--- config.mk ---
export PLATFORM = sky130hd
export DESIGN_NAME = apb_wdt
export DESIGN_NICKNAME = d
export VERILOG_FILES = /design/src/rtl/apb_wdt_pkg.sv /design/src/rtl/apb_wdt_counter.sv /design/src/rtl/apb_wdt_regs.sv /design/src/rtl/apb_wdt_outsel.sv /design/src/rtl/apb_wdt.sv
export SDC_FILE = /design/constraint.sdc
export NUM_CORES = 1
export LEC_CHECK = 0
export BUFFER_PORTS_ARGS = -buffer_cell sky130_fd_sc_hd__buf_2
export CAP_MARGIN = 20
export CORE_ASPECT_RATIO = 1.5
export CORE_MARGIN = 8
export CORE_UTILIZATION = 29
export CTS_BUF_LIST = sky130_fd_sc_hd__clkbuf_4
export DETAILED_ROUTE_END_ITERATION = 7
export GPL_ROUTABILITY_DRIVEN = 1
export PLACE_DENSITY_LB_ADDON = 0.1
export SLEW_MARGIN = 0
export SYNTH_ARGS = -nofsm -noshare
export SYNTH_HDL_FRONTEND = slang
export SYNTH_SLANG_ARGS = --single-unit
--- constraint.sdc ---
create_clock -name clk_i -period 6.9 [get_ports clk_i]
set_input_delay 0.69 -clock clk_i [delete_from_list [all_inputs] [get_ports clk_i]]
set_output_delay 0.69 -clock clk_i [all_outputs]
set_load 0.01 [all_outputs]
--- src/rtl/apb_wdt_pkg.sv ---
package apb_wdt_pkg;
  localparam int unsigned AW = 10;
  localparam logic [AW-1:0] IDX_LOAD  = 10'h000;
  localparam logic [AW-1:0] IDX_VALUE = 10'h001;
  localparam logic [AW-1:0] IDX_CTRL  = 10'h002;
  localparam logic [AW-1:0] IDX_CLR   = 10'h003;
  localparam logic [AW-1:0] IDX_RIS   = 10'h004;
  localparam logic [AW-1:0] IDX_MIS   = 10'h005;
  localparam logic [AW-1:0] IDX_LOCK  = 10'h300;
  localparam logic [AW-1:0] IDX_ITCR  = 10'h3C0;
  localparam logic [AW-1:0] IDX_ITOP  = 10'h3C1;
  localparam logic [AW-1:0] IDX_ID0   = 10'h3F4;
  localparam logic [31:0]   UNLOCK_KEY = 32'h1ACC_E551;

  function automatic logic [7:0] id_byte(input logic [3:0] i);
    case (i)
      4'd0:    return 8'h04;
      4'd4:    return 8'h24;
      4'd5:    return 8'hB8;
      4'd6:    return 8'h1B;
      4'd8:    return 8'h0D;
      4'd9:    return 8'hF0;
      4'd10:   return 8'h05;
      4'd11:   return 8'hB1;
      default: return 8'h00;
    endcase
  endfunction
endpackage

--- src/rtl/apb_wdt_counter.sv ---
module apb_wdt_counter #(
  parameter int unsigned CNT_W = 32
) (
  input  logic             clk_i,
  input  logic             rst_ni,
  input  logic             tick_i,
  input  logic             load_we_i,
  input  logic [CNT_W-1:0] load_val_i,
  input  logic             clr_we_i,
  output logic [CNT_W-1:0] load_o,
  output logic [CNT_W-1:0] cnt_o,
  output logic             ris_o,
  output logic             rst_stat_o
);
  logic [CNT_W-1:0] load_q, cnt_q;
  logic             run_q, ris_q, rst_q;
  logic             expire;

  assign expire = tick_i && run_q && (cnt_q == '0);

  always_ff @(posedge clk_i or negedge rst_ni) begin
    if (!rst_ni) begin
      load_q <= '1;
      cnt_q  <= '1;
      run_q  <= 1'b1;
      ris_q  <= 1'b0;
      rst_q  <= 1'b0;
    end else if (load_we_i) begin
      load_q <= load_val_i;
      cnt_q  <= load_val_i;
      run_q  <= 1'b1;
    end else if (clr_we_i) begin
      ris_q <= 1'b0;
      cnt_q <= load_q;
    end else if (expire) begin
      if (!ris_q) begin
        ris_q <= 1'b1;
        cnt_q <= load_q;
      end else begin
        rst_q <= 1'b1;
        run_q <= 1'b0;
      end
    end else if (tick_i && run_q) begin
      cnt_q <= cnt_q - 1'b1;
    end
  end

  assign load_o     = load_q;
  assign cnt_o      = cnt_q;
  assign ris_o      = ris_q;
  assign rst_stat_o = rst_q;

  a_r3_load_sets_count: assert property (@(posedge clk_i) disable iff (!rst_ni)
    load_we_i |=> (cnt_q == $past(load_val_i)) && (load_q == $past(load_val_i)) && run_q);
  a_r5_clear_reloads: assert property (@(posedge clk_i) disable iff (!rst_ni)
    (clr_we_i && !load_we_i) |=> !ris_q && (cnt_q == $past(load_q)));
  a_r4_second_expiry: assert property (@(posedge clk_i) disable iff (!rst_ni)
    (expire && ris_q && !load_we_i && !clr_we_i) |=> rst_q && !run_q);
  a_r12_halted_frozen: assert property (@(posedge clk_i) disable iff (!rst_ni)
    (!run_q && !load_we_i && !clr_we_i) |=> $stable(cnt_q));
  a_r4_reset_sticky: assert property (@(posedge clk_i) disable iff (!rst_ni)
    rst_q |=> rst_q);
endmodule

--- src/rtl/apb_wdt_regs.sv ---
module apb_wdt_regs
  import apb_wdt_pkg::*;
#(
  parameter int unsigned CNT_W = 32
) (
  input  logic             clk_i,
  input  logic             rst_ni,
  input  logic             psel_i,
  input  logic             penable_i,
  input  logic             pwrite_i,
  input  logic [AW-1:0]    paddr_i,
  input  logic [31:0]      pwdata_i,
  output logic [31:0]      prdata_o,
  input  logic [CNT_W-1:0] load_i,
  input  logic [CNT_W-1:0] cnt_i,
  input  logic             ris_i,
  output logic             load_we_o,
  output logic             clr_we_o,
  output logic [1:0]       ctrl_o,
  output logic             itcr_o,
  output logic [1:0]       itop_o
);
  logic       wr_en, wr_ok, lock_q, itcr_q;
  logic [1:0] ctrl_q, itop_q;
  logic [AW-1:0] id_off;

  assign wr_en     = psel_i && penable_i && pwrite_i;
  assign wr_ok     = wr_en && !lock_q;
  assign load_we_o = wr_ok && (paddr_i == IDX_LOAD);
  assign clr_we_o  = wr_ok && (paddr_i == IDX_CLR);

  always_ff @(posedge clk_i or negedge rst_ni) begin
    if (!rst_ni) begin
      ctrl_q <= '0;
      itcr_q <= 1'b0;
      itop_q <= '0;
      lock_q <= 1'b0;
    end else if (wr_en) begin
      if (paddr_i == IDX_LOCK) lock_q <= (pwdata_i != UNLOCK_KEY);
      if (!lock_q) begin
        if (paddr_i == IDX_CTRL) ctrl_q <= pwdata_i[1:0];
        if (paddr_i == IDX_ITCR) itcr_q <= pwdata_i[0];
        if (paddr_i == IDX_ITOP) itop_q <= pwdata_i[1:0];
      end
    end
  end

  assign id_off = paddr_i - IDX_ID0;

  always_comb begin
    prdata_o = '0;
    case (paddr_i)
      IDX_LOAD:  prdata_o = 32'(load_i);
      IDX_VALUE: prdata_o = 32'(cnt_i);
      IDX_CTRL:  prdata_o = {30'd0, ctrl_q};
      IDX_RIS:   prdata_o = {31'd0, ris_i};
      IDX_MIS:   prdata_o = {31'd0, ris_i & ctrl_q[0]};
      IDX_LOCK:  prdata_o = {31'd0, lock_q};
      IDX_ITCR:  prdata_o = {31'd0, itcr_q};
      default:   if (paddr_i >= IDX_ID0) prdata_o = {24'd0, id_byte(id_off[3:0])};
    endcase
  end

  assign ctrl_o = ctrl_q;
  assign itcr_o = itcr_q;
  assign itop_o = itop_q;

  a_r7_locked_no_write: assert property (@(posedge clk_i) disable iff (!rst_ni)
    (lock_q && wr_en && paddr_i != IDX_LOCK) |=> $stable(ctrl_q) && $stable(itcr_q) && $stable(itop_q));
  a_r7_key_unlocks: assert property (@(posedge clk_i) disable iff (!rst_ni)
    (wr_en && paddr_i == IDX_LOCK && pwdata_i == UNLOCK_KEY) |=> !lock_q);
endmodule

--- src/rtl/apb_wdt_outsel.sv ---
module apb_wdt_outsel (
  input  logic       clk_i,
  input  logic       rst_ni,
  input  logic       ris_i,
  input  logic       rst_stat_i,
  input  logic [1:0] ctrl_i,
  input  logic       itcr_i,
  input  logic [1:0] itop_i,
  output logic       irq_o,
  output logic       rst_req_o
);
  logic irq_func, rst_func;

  assign irq_func  = ris_i & ctrl_i[0];
  assign rst_func  = rst_stat_i & ctrl_i[1];
  assign irq_o     = itcr_i ? itop_i[1] : irq_func;
  assign rst_req_o = itcr_i ? itop_i[0] : rst_func;

  a_r8_test_override: assert property (@(posedge clk_i) disable iff (!rst_ni)
    itcr_i |-> (irq_o == itop_i[1]) && (rst_req_o == itop_i[0]));
  a_r6_masked_quiet: assert property (@(posedge clk_i) disable iff (!rst_ni)
    (!itcr_i && !ctrl_i[0]) |-> !irq_o);
endmodule

--- src/rtl/apb_wdt.sv ---
module apb_wdt
  import apb_wdt_pkg::*;
#(
  parameter int unsigned CNT_W = 32
) (
  input  logic        clk_i,
  input  logic        rst_ni,
  input  logic        psel_i,
  input  logic        penable_i,
  input  logic        pwrite_i,
  input  logic [11:2] paddr_i,
  input  logic [31:0] pwdata_i,
  output logic [31:0] prdata_o,
  output logic        pready_o,
  output logic        pslverr_o,
  input  logic        tick_i,
  output logic        irq_o,
  output logic        rst_req_o
);
  logic [CNT_W-1:0] load_w, cnt_w;
  logic ris_w, rst_stat_w, load_we_w, clr_we_w, itcr_w;
  logic [1:0] ctrl_w, itop_w;

  assign pready_o  = 1'b1;
  assign pslverr_o = 1'b0;

  apb_wdt_regs #(.CNT_W(CNT_W)) u_regs (
    .clk_i, .rst_ni, .psel_i, .penable_i, .pwrite_i,
    .paddr_i(paddr_i), .pwdata_i, .prdata_o,
    .load_i(load_w), .cnt_i(cnt_w), .ris_i(ris_w),
    .load_we_o(load_we_w), .clr_we_o(clr_we_w),
    .ctrl_o(ctrl_w), .itcr_o(itcr_w), .itop_o(itop_w)
  );

  apb_wdt_counter #(.CNT_W(CNT_W)) u_cnt (
    .clk_i, .rst_ni, .tick_i,
    .load_we_i(load_we_w), .load_val_i(pwdata_i[CNT_W-1:0]), .clr_we_i(clr_we_w),
    .load_o(load_w), .cnt_o(cnt_w), .ris_o(ris_w), .rst_stat_o(rst_stat_w)
  );

  apb_wdt_outsel u_out (
    .clk_i, .rst_ni, .ris_i(ris_w), .rst_stat_i(rst_stat_w),
    .ctrl_i(ctrl_w), .itcr_i(itcr_w), .itop_i(itop_w),
    .irq_o, .rst_req_o
  );

  a_r4_first_expiry: assert property (@(posedge clk_i) disable iff (!rst_ni)
    (tick_i && cnt_w == '0 && !ris_w && !rst_stat_w && !load_we_w && !clr_we_w) |=> ris_w && (cnt_w == load_w));
endmodule

**Yosys cells after proc, flatten, opt, wreduce, memory -nomap -nowiden**

Memory sizes are Yosys's and may differ from the RTL's.
Index checks and enable logic that the tools add are counted.

- Register bits: 73
- Output and inout port bits: 36
- Input port bits: 48
- Memories kept: 1
- ROM bits: 128
- Logic and storage cells: 66

- Reduce and logical (&&, ||, !) cells: 22
- Muxes and demuxes: 15
- Bitwise operators: 5
- $add $sub $neg: 2
- $lt $le $gt $ge: 1
- Equal/unequal tests: 11

Memory list:

| memory | depth | bits a word | read ports | clocked after memory_dff | wr ports | line | RTL |
|---|---|---|---|---|---|---|---|
| (no name shown) | 16 | 8 | 1 | 0 | 0 | apb_wdt_pkg.sv:16 | `case (i)` |

Operator list:

| operator | number |
|---|---|
| 32-bit one-hot mux with 7 select lines | 1 |
| 32-bit two-way mux | 5 |
| 32-bit zero test | 1 |
| 32-bit by 29-bit inequality test with 1-bit output, second input constant | 1 |
| 32-bit by 1-bit subtractor with 32-bit output, second input constant | 1 |
| 10-bit equality test, second input constant | 3 |
| 10-bit by 2-bit equality test with 1-bit output, second input constant | 2 |
| 10-bit by 3-bit equality test with 1-bit output, second input constant | 2 |
| 3-bit AND reduction | 4 |
| 10-bit by 1-bit equality test with 1-bit output, second input constant | 1 |
| 10-bit greater-or-equal comparator, second input constant | 1 |
| 10-bit zero test | 1 |
| 1-bit two-way mux | 8 |
| 8-bit two-way mux | 1 |
| 1-bit logical AND | 7 |
| 2-bit AND reduction | 3 |
| 2-bit nonzero test | 3 |
| 4-bit inequality test, second input constant | 1 |
| 4-bit AND reduction | 1 |
| 4-bit nonzero test | 1 |
| 4-bit by 3-bit subtractor with 4-bit output, second input constant | 1 |
| 1-bit inverter | 3 |
| 1-bit bitwise AND | 2 |
| 2-bit inequality test, second input constant | 1 |
| 1-bit zero test | 1 |

**Depth between registers and ports, before layout**

Gate-level depths: netlist of the first run.

- Word-level depth: 6
- Depth in mapped cells: 10

**Modules after synthesis**

A second synthesis of the first run with hierarchy kept.

- Cells, all modules: 524
- Area, all modules: 4847.1 um2

Modules (own cells, without submodules):

| module | cells an instance | sequential area each (um2) | instances | area an instance (um2) |
|---|---|---|---|---|
| apb_wdt_counter | 384 | 1757.9 | 1 | 3682.3 |
| apb_wdt_regs | 130 | 150.1 | 1 | 1117.3 |
| apb_wdt_outsel | 6 | 0.0 | 1 | 25.0 |
| apb_wdt | 4 | 0.0 | 1 | 22.5 |

**Least setup slack after synthesis of the first run**

OpenSTA, ideal clock, no wires.

- Path type: input port to output port
- Start point: in paddr_i[9] (netlist bit)
- End point: out prdata_o[2]
- Buffers on the path: 3
- Setup slack: 3.674 ns
- Stages on the path: 8
- Arrival: 2.536 ns
- Data required time: 6.210 ns
- Cells stage by stage: clkbuf_1 > or4_4 > nor2_1 > and3_1 > clkbuf_1 > buf_1 > a22oi_1 > o21ai_0

- Cells in the longest elaborated chain, start to end: 3
- Elaborated cells between the ends (all ways): 10

RTL lines:

| what | line | RTL |
|---|---|---|
| start: declaration | apb_wdt.sv:11 | `input logic [11:2] paddr_i,` |
| 10-bit greater-or-equal comparator | apb_wdt_regs.sv:60 | `default: if (paddr_i >= IDX_ID0) prdata_o = {24'd0, id_byte(id_off[3:0])};` |
| 8-bit two-way mux | apb_wdt_regs.sv:60 |  |
| 32-bit one-hot mux with 7 select lines (*) | apb_wdt_regs.sv:52 | `case (paddr_i)` |
| end: declaration | apb_wdt.sv:13 | `output logic [31:0] prdata_o,` |

Every way passes the cells marked *; elsewhere a longest branch is shown, timed or not.

**Final worst setup path of the first run**

- Start point: in paddr_i[8] (netlist bit)
- End point: out prdata_o[16]

- Cells in the longest elaborated chain, start to end: 2
- Elaborated cells between the ends (all ways): 8

RTL lines:

| what | line |
|---|---|
| 10-bit equality test, or another cell as far along | apb_wdt_regs.sv:52 |
| 32-bit one-hot mux with 7 select lines (*) | apb_wdt_regs.sv:52 |

Marked as above.

==> metrics.cfg, run 1 <==
[setup_path]
crit_chain = buf_2 > or4_4 > nor2_1 > and3_1 > buf_4 > a22o_1 > buf_2
ff2ff_path_depth = 9
timing.critical_path.slowest_stage_cell = sky130_fd_sc_hd__or4_4
worst_r2r_endpoint = u_cnt.cnt_o[6]$_DFFE_PN1P_
critical-path-top-cell-by-count = sky130_fd_sc_hd__buf_2
timing_worst_setup_path_type = input pin to primary output
end_kind = primary output
cp_max_fo = 21
timing.critical_path.arrival_ns = 3.09
crit_required_ns = 6.21
cp_top_family = simple AND/OR/NAND/NOR gates
slowest_delay_ns = 0.59
crit_cells = 7
critical_path.reg2reg.startpoint = u_cnt.cnt_o[1]$_DFFE_PN1P_
r2r_setup_slack_ns = 3.49
crit_buf_inv = 3
critical_path_startpoint_category = input pin

[synth]
ys.warnings.count = 0
cell_area_synth_um2 = 4930
synth.top_cells.by_count = 110 x sky130_fd_sc_hd__nand2_1, 65 x sky130_fd_sc_hd__dfstp_2, 42 x sky130_fd_sc_hd__nor2_1
synth.net_count = 622
seq_area_frac_synth_pct = 38.7
synth-async-reset-ratio_pct = 100
synth_area_per_cell_um2 = 8.73
synth_top_cell_by_area = sky130_fd_sc_hd__dfstp_2
yosys.cell_types.count = 68
netlist_instances = 565
synth_ff_type = sky130_fd_sc_hd__dfstp_2
ffs_latches_synth = 73
synth_most_common_cell = sky130_fd_sc_hd__nand2_1
post-synth-top-area-fraction_pct = 34.6
number_of_enable_flip_flop_cells_after_synthesis = 0
ys_top_cells_by_area = sky130_fd_sc_hd__dfstp_2 35%, sky130_fd_sc_hd__nand2_1 8.4%, sky130_fd_sc_hd__a22o_1 5.3%, sky130_fd_sc_hd__dfrtp_1 4.1%, sky130_fd_sc_hd__nor2_1 3.2%

[timing]
maxSlewViolCount = 0
hold_viol_final = 0
rsz0062_at_grt = false
worst_slew_pin_slew_ns = 0.991
final.setup.tns_ns = 0
report.final.setup_viol = 0
max_freq_mhz = 265
period_minus_slack_ns = 3.78
clock-skew-final_ns = 0.0178
final.period_utilization_pct = 54.8
slew_headroom_pct = 34.0

[layout]
multiInputGateArea_um2 = 2820
drive_gt1_share_pct = 30.3
nets = 685
syn2layout_area_growth_pct = 15.1
register_area_um2 = 1910
fillerInstances = 1801

[clock_tree]
clockBufferDepth = 2
cts_setup_buffers = 0
cts-root-buf = sky130_fd_sc_hd__clkbuf_4
cts.sinks = 73
clock_latency_reported_for_the_late_side_of_the_worst_skew_pair_ns = 0.46
htreeDepth = 3
post_cts_resize_count = 0
worst_setup_hold_path_clk_slew_ns = 0.12
postCtsHoldBufs = 0
clock_tree_from_tritoncts = yes
cts_buffers = 9

[floorplanning]
core_region_area_um2 = 16700
fp.dieArea_um2 = 21500
fp-row-count = 58
start_util_pct = 29.6
dieHeight_um = 176
floorplan.io_pins = 84
die_width_um = 122

[pwr]
total_power_mw = 1.32
power.static_leakage_nw = 2.48
power.ir.vdd_worst_uv = 87.5
power_density_nw_per_um2 = 232

[grt]
globalRouteOverflowTotal = 0
grt_max_degree = 74
antenna_violations_before_repair = 1
groute.usage.overall_pct = 17.5
vias_in_the_first_global_route = 4994
grt_pass1_wl_um = 29200

[worst_hold_path]
min-delay-path-class = input pin to register
holdCritStartpoint = pwdata_i[17]
hold_path_end = u_cnt.load_o[17]$_DFFE_PN1P_
timing.hold.worst_path_depth = 3

[drt]
vias_per_cell = 5.80
via_count = 4891
drt_iter0_markers = 352
final_antenna_net_count = 0
drt_wl_total_um = 18500
remaining_drc_errors = 0
detail_route.wl_per_cell_um = 21.9
detail_route.first_pass.iterations = 5

[job]
cap_violations = 0

[place]
routability_cong = 0.807
detailed_place_hpwl_um = 13300
numPortBuffers = 81

[run_status]
status = complete, no violations

power by group:
part	leakage (nW)	switching [mW]	internal [mW]	total, mW
sequential	0.783	0.0400	0.468	0.508
clock	0.0940	0.169	0.186	0.354
combinational	1.61	0.268	0.185	0.454
through the flow:
| stage | setup slack (ns) | cells | util, % | hold WS [ns] | instance area (um2) |
|---|---|---|---|---|---|
| global placement | 3.18 | 827 | 32.9 | 0.453 | 5500 |
| global route | 3.00 | 844 | 34.0 | 0.436 | 5680 |
| floorplan | 3.67 | 565 | - | 0.394 | 4930 |
| detailed placement | 3.14 | 827 | 32.9 | 0.458 | 5500 |
| CTS | 3.13 | 843 | 34.0 | 0.415 | 5680 |
| finish | 3.12 | 844 | 34.0 | 0.432 | 5680 |
sequential cells by signal, summed over array words and instances, names as in the netlist:
| name | flops |
|---|---|
| u_cnt.cnt_o | 32 |
| u_cnt.load_o | 32 |
| u_regs.ctrl_o | 2 |
| u_regs.itop_o | 2 |
| u_cnt.ris_o | 1 |
| u_cnt.rst_stat_o | 1 |
| u_cnt.run_q | 1 |
| u_regs.itcr_o | 1 |
| u_regs.lock_q | 1 |
cell usage in the layout (no fill, tap or decap), types with 8 or more instances in the layout:
| cell | instances |
|---|---|
| sky130_fd_sc_hd__buf_2 | 81 |
| sky130_fd_sc_hd__inv_1 | 8 |
| sky130_fd_sc_hd__a31oi_1 | 18 |
| sky130_fd_sc_hd__nand2_1 | 110 |
| sky130_fd_sc_hd__a22o_1 | 30 |
| sky130_fd_sc_hd__ha_1 | 9 |
| sky130_fd_sc_hd__nor3_1 | 20 |
| sky130_fd_sc_hd__dfstp_2 | 65 |
| sky130_fd_sc_hd__o21ai_0 | 22 |
| sky130_fd_sc_hd__clkbuf_4 | 10 |
| sky130_fd_sc_hd__a21oi_1 | 16 |
| sky130_fd_sc_hd__nor4_1 | 16 |
| sky130_fd_sc_hd__dfrtp_1 | 8 |
| sky130_fd_sc_hd__buf_4 | 10 |
| sky130_fd_sc_hd__o211ai_1 | 9 |
| sky130_fd_sc_hd__nor2_1 | 42 |
| sky130_fd_sc_hd__nand4_1 | 10 |
final cells by class:
type / instances / share of cell area [%]
inverter: 8 / 0.529
timing repair buffer: 91 / 8.46
sequential: 73 / 33.6
clock buffer: 10 / 1.32
tap: 210 / 4.63
antenna: 1 / 0.0441
multi-input combinational: 445 / 49.6
clock inverter: 6 / 1.87
how the worst max path moves through the flow:
stage | startpoint | end | slack (ns)
floorplan | paddr_i[9] | prdata_o[2] | 3.67
global route | paddr_i[8] | prdata_o[16] | 3.00
detailed placement | paddr_i[8] | prdata_o[30] | 3.14
global placement | paddr_i[8] | prdata_o[16] | 3.18
finish | paddr_i[8] | prdata_o[16] | 3.12
CTS | paddr_i[8] | prdata_o[16] | 3.13
metal layers:
| layer | up-vias | global-route usage, % | part of all wire, % |
|---|---|---|---|
| met5 | - | 0 | 0 |
| met4 | 0 | 7.29 | 2.8 |
| met3 | 30 | 2.86 | 5.2 |
| met2 | 167 | 29.5 | 50 |
| met1 | 2434 | 21.5 | 42 |
| li1 | 2260 | - | - |
worst register-to-register path, cell delays in order, from the launching register on:
cell	delay, ns
sky130_fd_sc_hd__dfstp_2	0.42
sky130_fd_sc_hd__inv_1	0.06
sky130_fd_sc_hd__ha_1	0.22
sky130_fd_sc_hd__nor4b_2	0.58
sky130_fd_sc_hd__nand3_1	0.43
sky130_fd_sc_hd__nor3_1	0.28
sky130_fd_sc_hd__buf_4	0.23
sky130_fd_sc_hd__or2_1	0.66
sky130_fd_sc_hd__o211ai_1	0.19
sky130_fd_sc_hd__a22o_1	0.26
kinds of logic (layout without fill, tap and decap cells):
family / Yosys count / in the layout / share of synthesized area (%)
buffers and inverters: 47 / 115 / 4.56
adder cells (fa/ha/maj): 9 / 9 / 2.28
AND/OR/NAND/NOR: 261 / 261 / 27.3
other: 2 / 3 / 0.152
multiplexers: 8 / 8 / 1.78
flip-flops: 73 / 73 / 38.7
AO/OA/AOI/OAI: 155 / 155 / 23.5
XOR/XNOR: 10 / 10 / 1.78
Power figures use the tool's default switching activity.
==> run 2, diff against run 1 <==
==> constraint.sdc (replaced) <==
create_clock -name clk_i -period 3.3 [get_ports clk_i]
set_input_delay 0.33 -clock clk_i [delete_from_list [all_inputs] [get_ports clk_i]]
set_output_delay 0.33 -clock clk_i [all_outputs]
set_load 0.01 [all_outputs]
==> metrics.cfg, run 2 (synthesized netlist as in run 1, its figures left out) <==
[pwr]
power.ir.vdd_worst_uv = 202  ; was 87.5 uV
power_density_nw_per_um2 = 480  ; was 232 nW/um2
power.static_leakage_nw = 2.59  ; was 2.48 nW

[timing]
final.setup.tns_ns = 0  ; unchanged
maxSlewViolCount = 0  ; unchanged
clock-skew-final_ns = 0.0156  ; was 0.0178 ns
final_critical_path_setup_slack_ns = 0.579  ; was 3.12 ns
max_freq_mhz = 368
final.period_utilization_pct = 82.4
worst_slew_pin_slew_ns = 0.854  ; was 0.991 ns
hold_viol_final = 0  ; unchanged
rsz0062_at_grt = false  ; unchanged
period_minus_slack_ns = 2.72
report.final.setup_viol = 0  ; unchanged
slew_headroom_pct = 43.1  ; was 34.0%

[place]
routability_cong = 0.816  ; was 0.807
placed_area_um2 = 5680  ; was 5500 um2
dpl_worst_slack_ns = 0.584  ; was 3.14 ns
numPortBuffers = 81  ; unchanged
detailed_place_hpwl_um = 13700  ; was 13300 um

[worst_hold_path]
min-delay-path-class = input pin to register  ; unchanged

[clock_tree]
clock_latency_reported_for_the_late_side_of_the_worst_skew_pair_ns = 0.43  ; was 0.46 ns
cts-root-buf = sky130_fd_sc_hd__clkbuf_4  ; unchanged
postCtsHoldBufs = 0  ; unchanged
post_cts_resize_count = 0  ; unchanged
cts_buffers = 9  ; unchanged
clockBufferDepth = 2  ; unchanged
cts_setup_buffers = 0  ; unchanged
worst_setup_hold_path_clk_slew_ns = 0.13  ; was 0.12 ns
cts.sinks = 73  ; unchanged
htreeDepth = 3  ; unchanged
clock_tree_from_tritoncts = yes  ; unchanged

[floorplanning]
floorplan.io_pins = 84  ; unchanged
core_region_area_um2 = 16700  ; unchanged
fp.dieArea_um2 = 21500  ; unchanged
start_util_pct = 29.6  ; unchanged
die_width_um = 122  ; unchanged
dieHeight_um = 176  ; unchanged
fp-row-count = 58  ; unchanged

[layout]
drive_gt1_share_pct = 32.4  ; was 30.3%
fin_area_um2 = 5860  ; was 5680 um2
leading_cell_types_in_the_layout_fill_and_taps_excluded = 110 x sky130_fd_sc_hd__nand2_1, 81 x sky130_fd_sc_hd__buf_2, 65 x sky130_fd_sc_hd__dfstp_2  ; unchanged
syn2layout_area_growth_pct = 18.8  ; was 15.1%
nets = 704  ; was 685
layout.cells.most_common = sky130_fd_sc_hd__nand2_1  ; unchanged

[run_status]
status = complete, no violations  ; unchanged

[drt]
detail_route.first_pass.iterations = 6  ; was 5
drt_iter0_markers = 369  ; was 352
drt_wl_total_um = 18700  ; was 18500 um
via_count = 4832  ; was 4891
remaining_drc_errors = 0  ; unchanged
detail_route.wl_per_cell_um = 21.6  ; was 21.9 um
final_antenna_net_count = 0  ; unchanged
vias_per_cell = 5.60  ; was 5.80

[setup_path]
timing_worst_setup_path_type = register to register  ; was input pin to primary output
crit_required_ns = 3.66  ; was 6.21 ns
end_kind = register  ; was primary output
timing.critical_path.arrival_ns = 3.08  ; was 3.09 ns
cp_max_fo = 11  ; was 21
critical_path_startpoint_category = register  ; was input pin

[grt]
grt_max_degree = 40  ; was 74
globalRouteOverflowTotal = 0  ; unchanged
vias_in_the_first_global_route = 5002  ; was 4994
groute.usage.overall_pct = 17.6  ; was 17.5%
antenna_violations_before_repair = 1  ; unchanged
grt_pass1_wl_um = 29400  ; was 29200 um

[job]
cap_violations = 0  ; unchanged

run 2: cell types whose count changed in the layout (fill, tap and decap cells not counted):
cell / delta
sky130_fd_sc_hd__buf_4: +16
sky130_fd_sc_hd__buf_12: +3
run 2: layer usage:
layer / routed length (um) / share of wire (%) / vias up / GRT usage (%)
li1: - / - / 2295 / -
met1: 8020 / 43 / 2389 / 21.5
met2: 9460 / 51 / 124 / 30.7
met3: 748 / 4.0 / 24 / 2.41
met4: 437 / 2.3 / 0 / 6.22
met5: 0 / 0 / - / 0
run 2: final cells by class:
cell class / count / area (um2)
Fill cell: 1814 / 10800
Multi-Input combinational cell: 445 / 2820
Sequential cell: 73 / 1910
Timing Repair Buffer: 110 / 661
Tap cell: 210 / 263
Clock inverter: 6 / 106
Clock buffer: 10 / 75.1
Inverter: 8 / 30.0
Antenna cell: 1 / 2.50
run 2: power breakdown:
group          switching (mW)  internal [mW]  total (mW)
combinational           0.578          0.442        1.02
clock                   0.344          0.389       0.733
sequential             0.0834          0.979        1.06
total                    1.01           1.81        2.82
run 2: critical path: stages (launching register included):
cell and delay, ns:
sky130_fd_sc_hd__dfstp_2 0.41, sky130_fd_sc_hd__or4_1 0.60, sky130_fd_sc_hd__or4_4 0.58, sky130_fd_sc_hd__nor3_1 0.18, sky130_fd_sc_hd__buf_4 0.23, sky130_fd_sc_hd__nor2_2 0.16
sky130_fd_sc_hd__a222oi_1 0.39, sky130_fd_sc_hd__o21ai_1 0.10
run 2: stage by stage:
stage,cells,util (%),power (mW),hold slack (ns)
final,863,35.1,2.82,0.109
after global routing,863,35.1,3.00,0.0848
after CTS,862,35.1,2.84,0.0759
after detailed placement,846,34.0,2.09,0.456
after global placement,846,34.0,2.08,0.453
after floorplan,565,-,1.74,0.0344
run 2: worst paths after layout:
| check | slack, ns | startpoint | endpoint | depth (start not counted) |
|---|---|---|---|---|
| min in group asynchronous | 0.40 | rst_ni | u_cnt.load_o[27]$_DFFE_PN1P_ | 1 |
| worst max register to register | 0.58 | u_cnt.cnt_o[15]$_DFFE_PN1P_ | u_cnt.cnt_o[12]$_DFFE_PN1P_ | 7 |
| worst max-delay path | 0.58 | u_cnt.cnt_o[15]$_DFFE_PN1P_ | u_cnt.cnt_o[12]$_DFFE_PN1P_ | 7 |
| worst min register to register | 0.47 | u_cnt.load_o[21]$_DFFE_PN1P_ | u_cnt.load_o[21]$_DFFE_PN1P_ | 2 |
| worst min-delay path | 0.11 | pwdata_i[17] | u_cnt.load_o[17]$_DFFE_PN1P_ | 3 |
| max in group asynchronous | 2.51 | rst_ni | u_cnt.cnt_o[6]$_DFFE_PN1P_ | 2 |
